<file path="src/rtl/nop_pkg.sv">
package nop_pkg;
  localparam int LEN_W   = 4;
  localparam int TAIL_W  = 3;
  localparam int MAX_LEN = 10;

  localparam logic [7:0] B_OPSZ = 8'h66;
  localparam logic [7:0] B_LOCK = 8'hF0;
  localparam logic [7:0] B_NOP1 = 8'h90;
  localparam logic [7:0] B_ESC  = 8'h0F;
  localparam logic [7:0] B_MNOP = 8'h1F;

  typedef enum logic [2:0] {
    S_PFX, S_ESC, S_MODRM, S_TAIL, S_DONE
  } dec_state_t;

  // bytes that trail a descriptor byte: index byte plus displacement
  function automatic logic [TAIL_W-1:0] trail_count(input logic [7:0] d);
    logic [1:0] md;
    logic [2:0] rm;
    logic [TAIL_W-1:0] n;
    md = d[7:6];
    rm = d[2:0];
    n  = '0;
    if (md != 2'b11 && rm == 3'b100) n = n + 1'b1;
    if (md == 2'b01) n = n + 3'd1;
    else if (md == 2'b10) n = n + 3'd4;
    else if (md == 2'b00 && rm == 3'b101) n = n + 3'd4;
    return n;
  endfunction
endpackage

</file>
<file path="src/rtl/nop_byte_class.sv">
module nop_byte_class
  import nop_pkg::*;
(
  input  logic [7:0] byte_in,
  output logic       is_opsz,
  output logic       is_lock,
  output logic       is_nop1,
  output logic       is_esc,
  output logic       is_mnop
);
  assign is_opsz = (byte_in == B_OPSZ);
  assign is_lock = (byte_in == B_LOCK);
  assign is_nop1 = (byte_in == B_NOP1);
  assign is_esc  = (byte_in == B_ESC);
  assign is_mnop = (byte_in == B_MNOP);
endmodule

</file>
<file path="src/rtl/nop_desc_decode.sv">
module nop_desc_decode
  import nop_pkg::*;
(
  input  logic [7:0]        desc,
  output logic              reg_zero,
  output logic [TAIL_W-1:0] tail
);
  assign reg_zero = (desc[5:3] == 3'b000);
  assign tail     = trail_count(desc);
endmodule

</file>
<file path="src/rtl/nop_len_decoder.sv">
module nop_len_decoder
  import nop_pkg::*;
(
  input  logic             clk,
  input  logic             rst,
  input  logic             multibyte_en,
  input  logic             in_valid,
  input  logic [7:0]       in_data,
  output logic             in_ready,
  output logic             res_valid,
  output logic             res_is_nop,
  output logic             res_fault,
  output logic [LEN_W-1:0] res_len
);
  dec_state_t        state, nxt_state;
  logic [LEN_W-1:0]  cnt;
  logic [LEN_W-1:0]  cnt_inc;
  logic [TAIL_W-1:0] remain;
  logic              opsz_seen, lock_seen;

  logic is_opsz, is_lock, is_nop1, is_esc, is_mnop;
  logic reg_zero;
  logic [TAIL_W-1:0] tail;

  // named events for the assertions
  logic accept, finish, fin_nop, fin_fault, set_opsz, set_lock, load_tail;
  logic unsup_hit;

  nop_byte_class u_cls (
    .byte_in(in_data), .is_opsz(is_opsz), .is_lock(is_lock),
    .is_nop1(is_nop1), .is_esc(is_esc), .is_mnop(is_mnop)
  );

  nop_desc_decode u_desc (.desc(in_data), .reg_zero(reg_zero), .tail(tail));

  assign in_ready  = (state != S_DONE);
  assign accept    = in_valid && in_ready;
  assign cnt_inc   = cnt + 1'b1;
  assign unsup_hit = accept && state == S_ESC && is_mnop && !multibyte_en;

  always_comb begin
    nxt_state = state;
    finish    = 1'b0;
    fin_nop   = 1'b0;
    fin_fault = 1'b0;
    set_opsz  = 1'b0;
    set_lock  = 1'b0;
    load_tail = 1'b0;
    if (accept) begin
      unique case (state)
        S_PFX: begin
          if (is_opsz && !opsz_seen)      set_opsz = 1'b1;
          else if (is_lock && !lock_seen) set_lock = 1'b1;
          else if (is_nop1) begin
            finish = 1'b1; fin_nop = !lock_seen; fin_fault = lock_seen;
          end
          else if (is_esc) nxt_state = S_ESC;
          else finish = 1'b1;
        end
        S_ESC: begin
          if (is_mnop && multibyte_en) nxt_state = S_MODRM;
          else begin
            finish = 1'b1; fin_fault = is_mnop;
          end
        end
        S_MODRM: begin
          if (!reg_zero) finish = 1'b1;
          else if (tail == '0) begin
            finish = 1'b1; fin_nop = !lock_seen; fin_fault = lock_seen;
          end
          else begin
            nxt_state = S_TAIL; load_tail = 1'b1;
          end
        end
        S_TAIL: begin
          if (remain == TAIL_W'(1)) begin
            finish = 1'b1; fin_nop = !lock_seen; fin_fault = lock_seen;
          end
        end
        default: ;
      endcase
      if (finish) nxt_state = S_DONE;
    end
  end

  always_ff @(posedge clk) begin
    if (rst) begin
      state      <= S_PFX;
      cnt        <= '0;
      remain     <= '0;
      opsz_seen  <= 1'b0;
      lock_seen  <= 1'b0;
      res_is_nop <= 1'b0;
      res_fault  <= 1'b0;
      res_len    <= '0;
    end else if (state == S_DONE) begin
      state     <= S_PFX;
      cnt       <= '0;
      remain    <= '0;
      opsz_seen <= 1'b0;
      lock_seen <= 1'b0;
    end else if (accept) begin
      state <= nxt_state;
      cnt   <= cnt_inc;
      if (set_opsz) opsz_seen <= 1'b1;
      if (set_lock) lock_seen <= 1'b1;
      if (load_tail) remain <= tail;
      else if (state == S_TAIL) remain <= remain - 1'b1;
      if (finish) begin
        res_is_nop <= fin_nop;
        res_fault  <= fin_fault;
        res_len    <= cnt_inc;
      end
    end
  end

  assign res_valid = (state == S_DONE);

  AST_PULSE_ONE: assert property (@(posedge clk) disable iff (rst)
    res_valid |=> !res_valid);
  AST_BUSY_DURING_RESULT: assert property (@(posedge clk) disable iff (rst)
    res_valid |-> !in_ready);
  AST_LEN_BOUND: assert property (@(posedge clk) disable iff (rst)
    res_valid |-> (res_len != '0 && res_len <= LEN_W'(MAX_LEN)));
  AST_FAULT_NOT_NOP: assert property (@(posedge clk) disable iff (rst)
    res_valid |-> !(res_is_nop && res_fault));
  AST_UNSUP_FAULT: assert property (@(posedge clk) disable iff (rst)
    unsup_hit |=> (res_valid && res_fault && !res_is_nop));
  AST_IDLE_HOLDS: assert property (@(posedge clk) disable iff (rst)
    (!in_valid && !res_valid) |=> (cnt == $past(cnt)));
  AST_FRESH_START: assert property (@(posedge clk) disable iff (rst)
    res_valid |=> (in_ready && cnt == '0 && !opsz_seen && !lock_seen));
endmodule

</file>
<file path="config.mk">
export PLATFORM = sky130hd
export DESIGN_NAME = nop_len_decoder
export DESIGN_NICKNAME = d
export VERILOG_FILES = /design/src/rtl/nop_pkg.sv /design/src/rtl/nop_byte_class.sv /design/src/rtl/nop_desc_decode.sv /design/src/rtl/nop_len_decoder.sv
export SDC_FILE = /design/constraint.sdc
export NUM_CORES = 1
export LEC_CHECK = 0
export BUFFER_PORTS_ARGS = -buffer_cell sky130_fd_sc_hd__buf_2
export CAP_MARGIN = 20
export CORE_AREA = 2 2 50 52
export CTS_BUF_LIST = sky130_fd_sc_hd__clkbuf_4
export CTS_CLUSTER_DIAMETER = 150
export DETAILED_ROUTE_END_ITERATION = 8
export DIE_AREA = 0 0 52 54
export PLACE_DENSITY = 0.73
export SETUP_SLACK_MARGIN = 0.5
export SYNTH_ARGS = -nofsm -noshare
export SYNTH_HDL_FRONTEND = slang
export SYNTH_SLANG_ARGS = --single-unit
</file>
<file path="constraint.sdc">
create_clock -name clk -period 2.55 [get_ports clk]
set_input_delay 0.1275 -clock clk [delete_from_list [all_inputs] [get_ports clk]]
set_output_delay 0.1275 -clock clk [all_outputs]
set_load 0.02 [all_outputs]
</file>
==> impl_results.md, run 1 <==
- RSZ-0062 raised after global routing: yes
- FF-to-FF End: remain[0]
- # diodes: 0
- Area added between synthesis and finish: 11.3%
- Critical Path End Type: register
- Placed cells: 179
- Routability cong.: 0.875
- Total GRT Usage: 18.5%
- Post-DP Area: 1170 sq um
- Switching Share: 30.1%
- Cell taking the most area after synthesis: dfxtp_1
- R2R setup slack: 610 ps
- Core Area: 2320 sq um
- Multi-input logic area: 643 sq um
- Max Buffers Root-to-Sink: 2
- Clock Skews: 9.18 ps
- Vias: 981
- CTS Hold Bufs: 0
- Transition time at the pin with the least slew margin: about 360 ps
- Hold Slack: 80.4 ps
- Routed Antenna Nets: 0
- Int Power: slightly below 0.4 mW
- CTS tree: done
- Synth cell types: 40
- Worst Path Max Fanout: 10
- DR vias/cell: 5.36
- Pins over their slew limit: 0
- IR drop worst, VDD: around 0.25 mV
- Minimum clock period after layout: 1940 ps
- Routed wire per std cell: 12.1 um
- Die height: 54 um
- Reg power frac: 54.3%
- Register area share after synthesis: 33.3%
- Total CTS buffers: 3
- Vias in the first global route: 967
- Hold Startpoint: rst
- Clock sink count: 18
- CP arrival: 2140 ps
- Count leader, synth: nor2_1
- Share of cells above drive strength 1: 19.6%
- Mapped Nets: 154
- Syn Area/Cell: a little under 8 sq um
- Post-CTS Setup Inserts: 0
- Combinational power share: 18.2%
- Pre-Repair DR Iteration Count: 4
- Post-DP HPWL: approximately 1700 um
- CTS clk-pin slew, worst paths: 120 ps
- Leak: 0.474 nW
- Final Cell Area: 1200 sq um
- CP required: 2750 ps
- Hold crit path type: input port to register
- Net Sw Power: about 0.17 mW
- Nets: 170
- Rel. slew slack: 76.3%
- Worst-Skew Late Latency: roughly 300 ps
- H-Tree Depth: 1
- Cell count after synthesis: roughly 140
- Top cell type's share of synthesized area: about a third
- Worst Reg-to-Reg Cells: 6
- Min-Delay Endpoint: state[0]
- Largest cells by area after synthesis: dfxtp_1, nor2_1, mux2i_1
- FFs w/ async S/R, synth: 0%
- Dominant synthesized flop cell: dfxtp_1
- Ys Warns: 0
- PD cells: 461 nW/um^2
- Crit path kind: register to register
- Yosys reg bits: 18
- DRT Wirelength: 2220 um
- Hold depth: 2
- First-pass GRT wire length: 3910 um
- Outcome: complete, no violations
- Commonest cells post-synth: nor2_1, dfxtp_1, nand2_1, inv_1, nor3_1
- Initial DRC count: 8
- EDFF count, synth: 0
- Clock power frac: 27.4%
- Final setup violation count: 0
- Register Area: 362 sq um
- Top-level I/O count: 20
- Setup TNS: 0 ps
- Largest net degree at the start of global routing: 13
- Final worst-path cycle share: 76.1%
- Post_cts resized: 1
- Final Util: between 50% and 60%
- Root buffer cell: clkbuf_4
- Initial antenna violation count: 0
- Critical path launch point type: register
- Layout Cells excl Fill: approximately 180
- DRC Markers: 0
- Row count: 18
- Max-Cap Viols: 0
- Grt total ovfl: 0
- Hold Vio Cnt, Final: 0
- Post-Syn Area: 1080 sq um
- Port Buffers: 19
- Fmax: 515 MHz
- Initial Util: 46.7%
- Number of fill cells: 229
- Die footprint: 2810 sq um
- Origin of the critical flop-to-flop path: state[1]
- Die X: about 52 um
[kinds of logic (layout without fill, tap and decap cells)]
kind of cell	Yosys count	count (layout)	share of synthesized area, %
adder cells (fa/ha/maj)	4	4	4.62
AO/OA/AOI/OAI	22	22	14.1
AND/OR/NAND/NOR	64	64	30.6
flip-flops	18	18	33.3
buffers and inverters	19	34	7.74
multiplexers	6	6	5.55
XOR/XNOR	5	5	4.05
[metal layers]
layer / global-route usage, % / vias up / share of wire (%)
met4: 8.33 / 0 / 1.4
met2: 32.3 / 12 / 50
met5: 0 / - / 0
met3: 2.78 / 4 / 2.7
li1: - / 507 / -
met1: 22.5 / 458 / 46
[cells in the final DEF (no fill, tap or decap), drive strengths merged, types with 2 or more instances in the layout]
master and instances:
a211oi 3, a21oi 7, a31oi 3, and3 2, buf 19, clkbuf 3
dfxtp 18, ha 4, inv 11, mux2i 6, nand2 12, nand2b 2
nand3 4, nor2 19, nor2b 4, nor3 9, nor4b 2, o21ai 3
or3 2, xnor2 2, xor2 3
[final cells by class]
| cell class | instances | area share, % |
|---|---|---|
| flip-flops and latches | 18 | 30.0 |
| multi-input cells | 101 | 53.4 |
| clock inverters | 1 | 0.312 |
| clock buffers | 3 | 1.87 |
| inverters | 11 | 3.43 |
| repair buffers | 19 | 7.89 |
| well taps | 30 | 3.12 |
[state kept, by name, summed over array words and instances, names as in the netlist]
name / flops
remain: 3
lock_seen: 1
res_fault: 1
res_len: 4
opsz_seen: 1
res_is_nop: 1
state: 3
cnt: 4
[power groups by stage]
stage | Clock [mW] | Sequential [mW] | Combinational [mW]
after floorplan | 0 | 0.315 | 0.0635
after global placement | 0 | 0.308 | 0.0989
after detailed placement | 0 | 0.308 | 0.101
after CTS | 0.158 | 0.302 | 0.102
after global routing | 0.168 | 0.304 | 0.114
final | 0.152 | 0.302 | 0.101
[how the worst max path moves through the flow]
stage                     slack (ps)       start         end
after global routing             490    state[1]   remain[0]
after CTS                        530    state[1]   remain[0]
after global placement           530  in_data[6]  res_len[0]
after detailed placement         470    state[1]   remain[0]
after floorplan                  680    state[1]   remain[0]
final                            610    state[1]   remain[0]
[critical path, stage by stage, from the launching register on]
cell     delay, ps
dfxtp_2        440
or3b_2         480
nor2b_1        220
nand3_1        120
a21oi_2        250
mux2i_1        240
a21oi_1         90
[stage by stage]
stage / worst slack, ps / power (mW)
2_1_floorplan: 678 / 0.378
6_report: 608 / 0.555
4_1_cts: 526 / 0.562
3_5_place_dp: 473 / 0.409
5_1_grt: 491 / 0.585
3_3_place_gp: 531 / 0.407
Power figures use the tool's default switching activity.
==> run 2, diff against run 1 <==
ABC_AREA = 1   (was not set)
CORE_AREA = 2 2 52 54   (was 2 2 50 52)
DIE_AREA = 0 0 54 56   (was 0 0 52 54)
PLACE_DENSITY = 0.74   (was 0.73)
clock period = 1.9 ns   (was 2.55 ns; I/O delays follow)
==> run 2 against run 1 <==
  * Core utilization is 10 points higher
  * Via count rose by 32%
  * Design area rose by 26%
  * Count of clock-buffer cells in the layout unchanged
  * Sequential power rose by 110%
  * Critical path depth increased by 5
  * Global-route usage up 2.4 points
  * Sequential cell count stayed put
  * Total power grew to 3.7 times the previous value
  * Combinational power rose to 12 times the previous value
  * Routed wire length grew 31%
  * Largest cell class unchanged
==> impl_results.md, run 2 <==
- Outcome: complete, no violations
- CP arrival: 1610 ps (-530 ps)
- Clock Skews: 15.1 ps (+5.92 ps)
- Vias: 1,292 (+32%)
- Top flop regs: cnt (4), res_len (4)
- DRT Wirelength: 2900 um (+31%)
- EDFF count, synth: 0 (unchanged)
- IR drop worst, VDD: 0.813 mV (+230%)
- RSZ-0062 raised after global routing: yes
- Area added between synthesis and finish: 26.5%
- Synth cell types: 27 (-33%)
- Ys Warns: 0 (unchanged)
- Commonest cells post-synth: nand2_1, nor2_1, inv_1, dfxtp_1, a21oi_1
- Grt total ovfl: 0 (unchanged)
- PD cells: 1350 nW/um^2 (+190%)
- Worst-Skew Late Latency: 310 ps (about the same)
- Mapped Nets: 200 (+30%)
- Initial antenna violation count: 0 (unchanged)
- Crit path kind: register to register
- Final setup violation count: 0 (unchanged)
- DR vias/cell: 5.27 (-1.6%)
- Register area share after synthesis: 30.1% (-3.2 points)
- Routability cong.: 0.958 (+9.4%)
- Max Buffers Root-to-Sink: 2 (unchanged)
- Final Cell Area: 1520 sq um (+26%)
- Largest cells by area after synthesis: dfxtp_1, nand2_1, nor2_1
- Critical path launch point type: register
- Critical Path End Type: register
- Hold Vio Cnt, Final: 0 (unchanged)
- Row count: 18 (unchanged)
- Largest net degree at the start of global routing: 11 (-2)
- Die footprint: 3020 sq um (+7.7%)
- CP most frequent cell: nand2_2
- Root buffer cell: clkbuf_4
- Pre-CTS setup slack: 331 ps (-142 ps)
- DRC Markers: 0 (unchanged)
- Routed Antenna Nets: 0 (unchanged)
- Pre-Repair DR Iteration Count: 4 (unchanged)
- CP cell instances: inv_4, nand3_4, inv_4, nand2_2, nand2_2, nor2_4, nand3_2, nand2_2, nand2_1, nand2_1, nor2_1
- Top-level I/O count: 20 (unchanged)
- Post-DP HPWL: 2150 um (+27%)
- Nets: 233 (+37%)
- Minimum clock period after layout: 1400 ps (-542 ps)
- Crit-path leading delay family: simple AND/OR/NAND/NOR gates
- Top cell type's share of synthesized area: 30.1% (-3.2 points)
- Cell taking the most area after synthesis: dfxtp_1
- Post-DP Area: 1320 sq um (+13%)
- Hold crit path type: input port to register
- Dominant synthesized flop cell: dfxtp_1
- Leak: 0.743 nW (+57%)
- Hold Slack: 180 ps (+99.5 ps)
- FFs w/ async S/R, synth: 0% (unchanged)
- Most frequent cells in the layout: nand2_1, nor2_1, inv_1
- Rel. slew slack: 72.0% (-4.3 points)
- Die X: 54 um (+3.8%)
- Initial Util: 49.3% (+2.6 points)
- Post-Syn Area: 1200 sq um (+11%)
- CP Buf/Inv Count: 2 (+2)
- Core Area: 2430 sq um (+4.9%)
- Vias in the first global route: 1,170 (+21%)
- Clock sink count: 18 (unchanged)
- Slowest-stage cell, CP: dfxtp_4
- CTS clk-pin slew, worst paths: 110 ps (about the same)
- Worst Path Max Fanout: 5 (-5)
- Port Buffers: 19 (unchanged)
- Initial DRC count: 37 (+29)
- Slowest Stage Delay on Critical Path: 430 ps (-50 ps)
- Yosys reg bits: 18 (unchanged)
- Cell count after synthesis: 184 (+33%)
- Setup TNS: 0 ps (unchanged)
- H-Tree Depth: 1 (unchanged)
- Share of cells above drive strength 1: 33.5% (+14 points)
- Total CTS buffers: 3 (unchanged)
- Max-Cap Viols: 0 (unchanged)
- Die height: 56 um (+3.7%)
- Count leader, synth: nand2_1
- Routed wire per std cell: 11.8 um (-2.4%)
- Fmax: 714 MHz (+39%)
- First-pass GRT wire length: 4770 um (+22%)
- CP required: 2110 ps (-640 ps)
- Final worst-path cycle share: 73.7% (-2.5 points)
- Final Util: 62.3% (+10 points)
- CTS tree: done
- Worst Slack Setup Final: 500 ps (-108 ps)
- # diodes: 0 (unchanged)
- Transition time at the pin with the least slew margin: 416 ps (+60.8 ps)
- Pins over their slew limit: 0 (unchanged)
- Syn Area/Cell: 6.51 sq um (-17%)
- Commonest non-fill, non-tap cell in the layout: nand2_1
- Total GRT Usage: 20.9% (+2.4 points)
run 2: cell count changes in the layout (fill, tap and decap cells not counted), moves of 7 or more:
cell,before,now
inv_1,11,24
buf_4,0,8
nor3_1,9,1
nand2_2,0,11
nor2_2,0,7
nand2_1,12,30
run 2: path summary, 6_finish.rpt:
check	startpoint	endpoint	slack [ps]	cells after the start
min	in_valid	opsz_seen	180	3
max reg2reg	state[0]	state[0]	500	11
min reg2reg	res_len[1]	res_len[1]	470	2
max	state[0]	state[0]	500	11
run 2: through the flow:
| step | cells | total power, mW |
|---|---|---|
| after floorplan | 184 | 1.32 |
| after global placement | 232 | 1.53 |
| after detailed placement | 232 | 1.55 |
| after CTS | 244 | 1.93 |
| after global routing | 245 | 2.18 |
| final | 245 | 2.04 |
run 2: kinds of logic after synthesis:
kind of cell / count (synthesis) / synth area share [%]
simple gates: 101 / 40.6
buf+inv: 31 / 10.5
compound gates: 26 / 11.7
flops: 18 / 30.1
xor+xnor: 4 / 2.92
fa+ha+maj: 4 / 4.18
run 2: where the power goes:
group	internal [mW]	total, mW	switching, mW
sequential	0.494	0.630	0.137
clock	0.0740	0.195	0.120
combinational	0.460	1.22	0.760
total	1.03	2.04	1.02
run 2: worst min-delay path, cell delays in order:
cell	delay (ps)
buf_2	170
nand3b_1	110
a21oi_1	60
run 2: area by class of cell:
cell class	count	area (sq um)
fillers	226	916
multi-input cells	136	795
flip-flops and latches	18	374
repair buffers	28	165
inverters	30	123
well taps	30	37.5
clock buffers	3	22.5
run 2: repair_timing:
| item | 4_1_cts | 5_1_grt |
|---|---|---|
| setup endpoints to repair | 20 | 12 |
| hold endpoints to repair | 1 | 0 |
| cloned | 0 | 1 |
| setup buffers | 8 | 0 |
| hold buffers | 1 | 0 |
| resized for setup | 18 | 18 |
| pin swaps | 6 | 5 |
run 2: routing by layer:
layer  routed length (um)  GRT usage (%)  up-vias
li1                     -              -      661
met1                 1310           25.3      589
met2                 1410           34.7       33
met3                  118           5.91        9
met4                   63           6.79        0
met5                    0              0        -
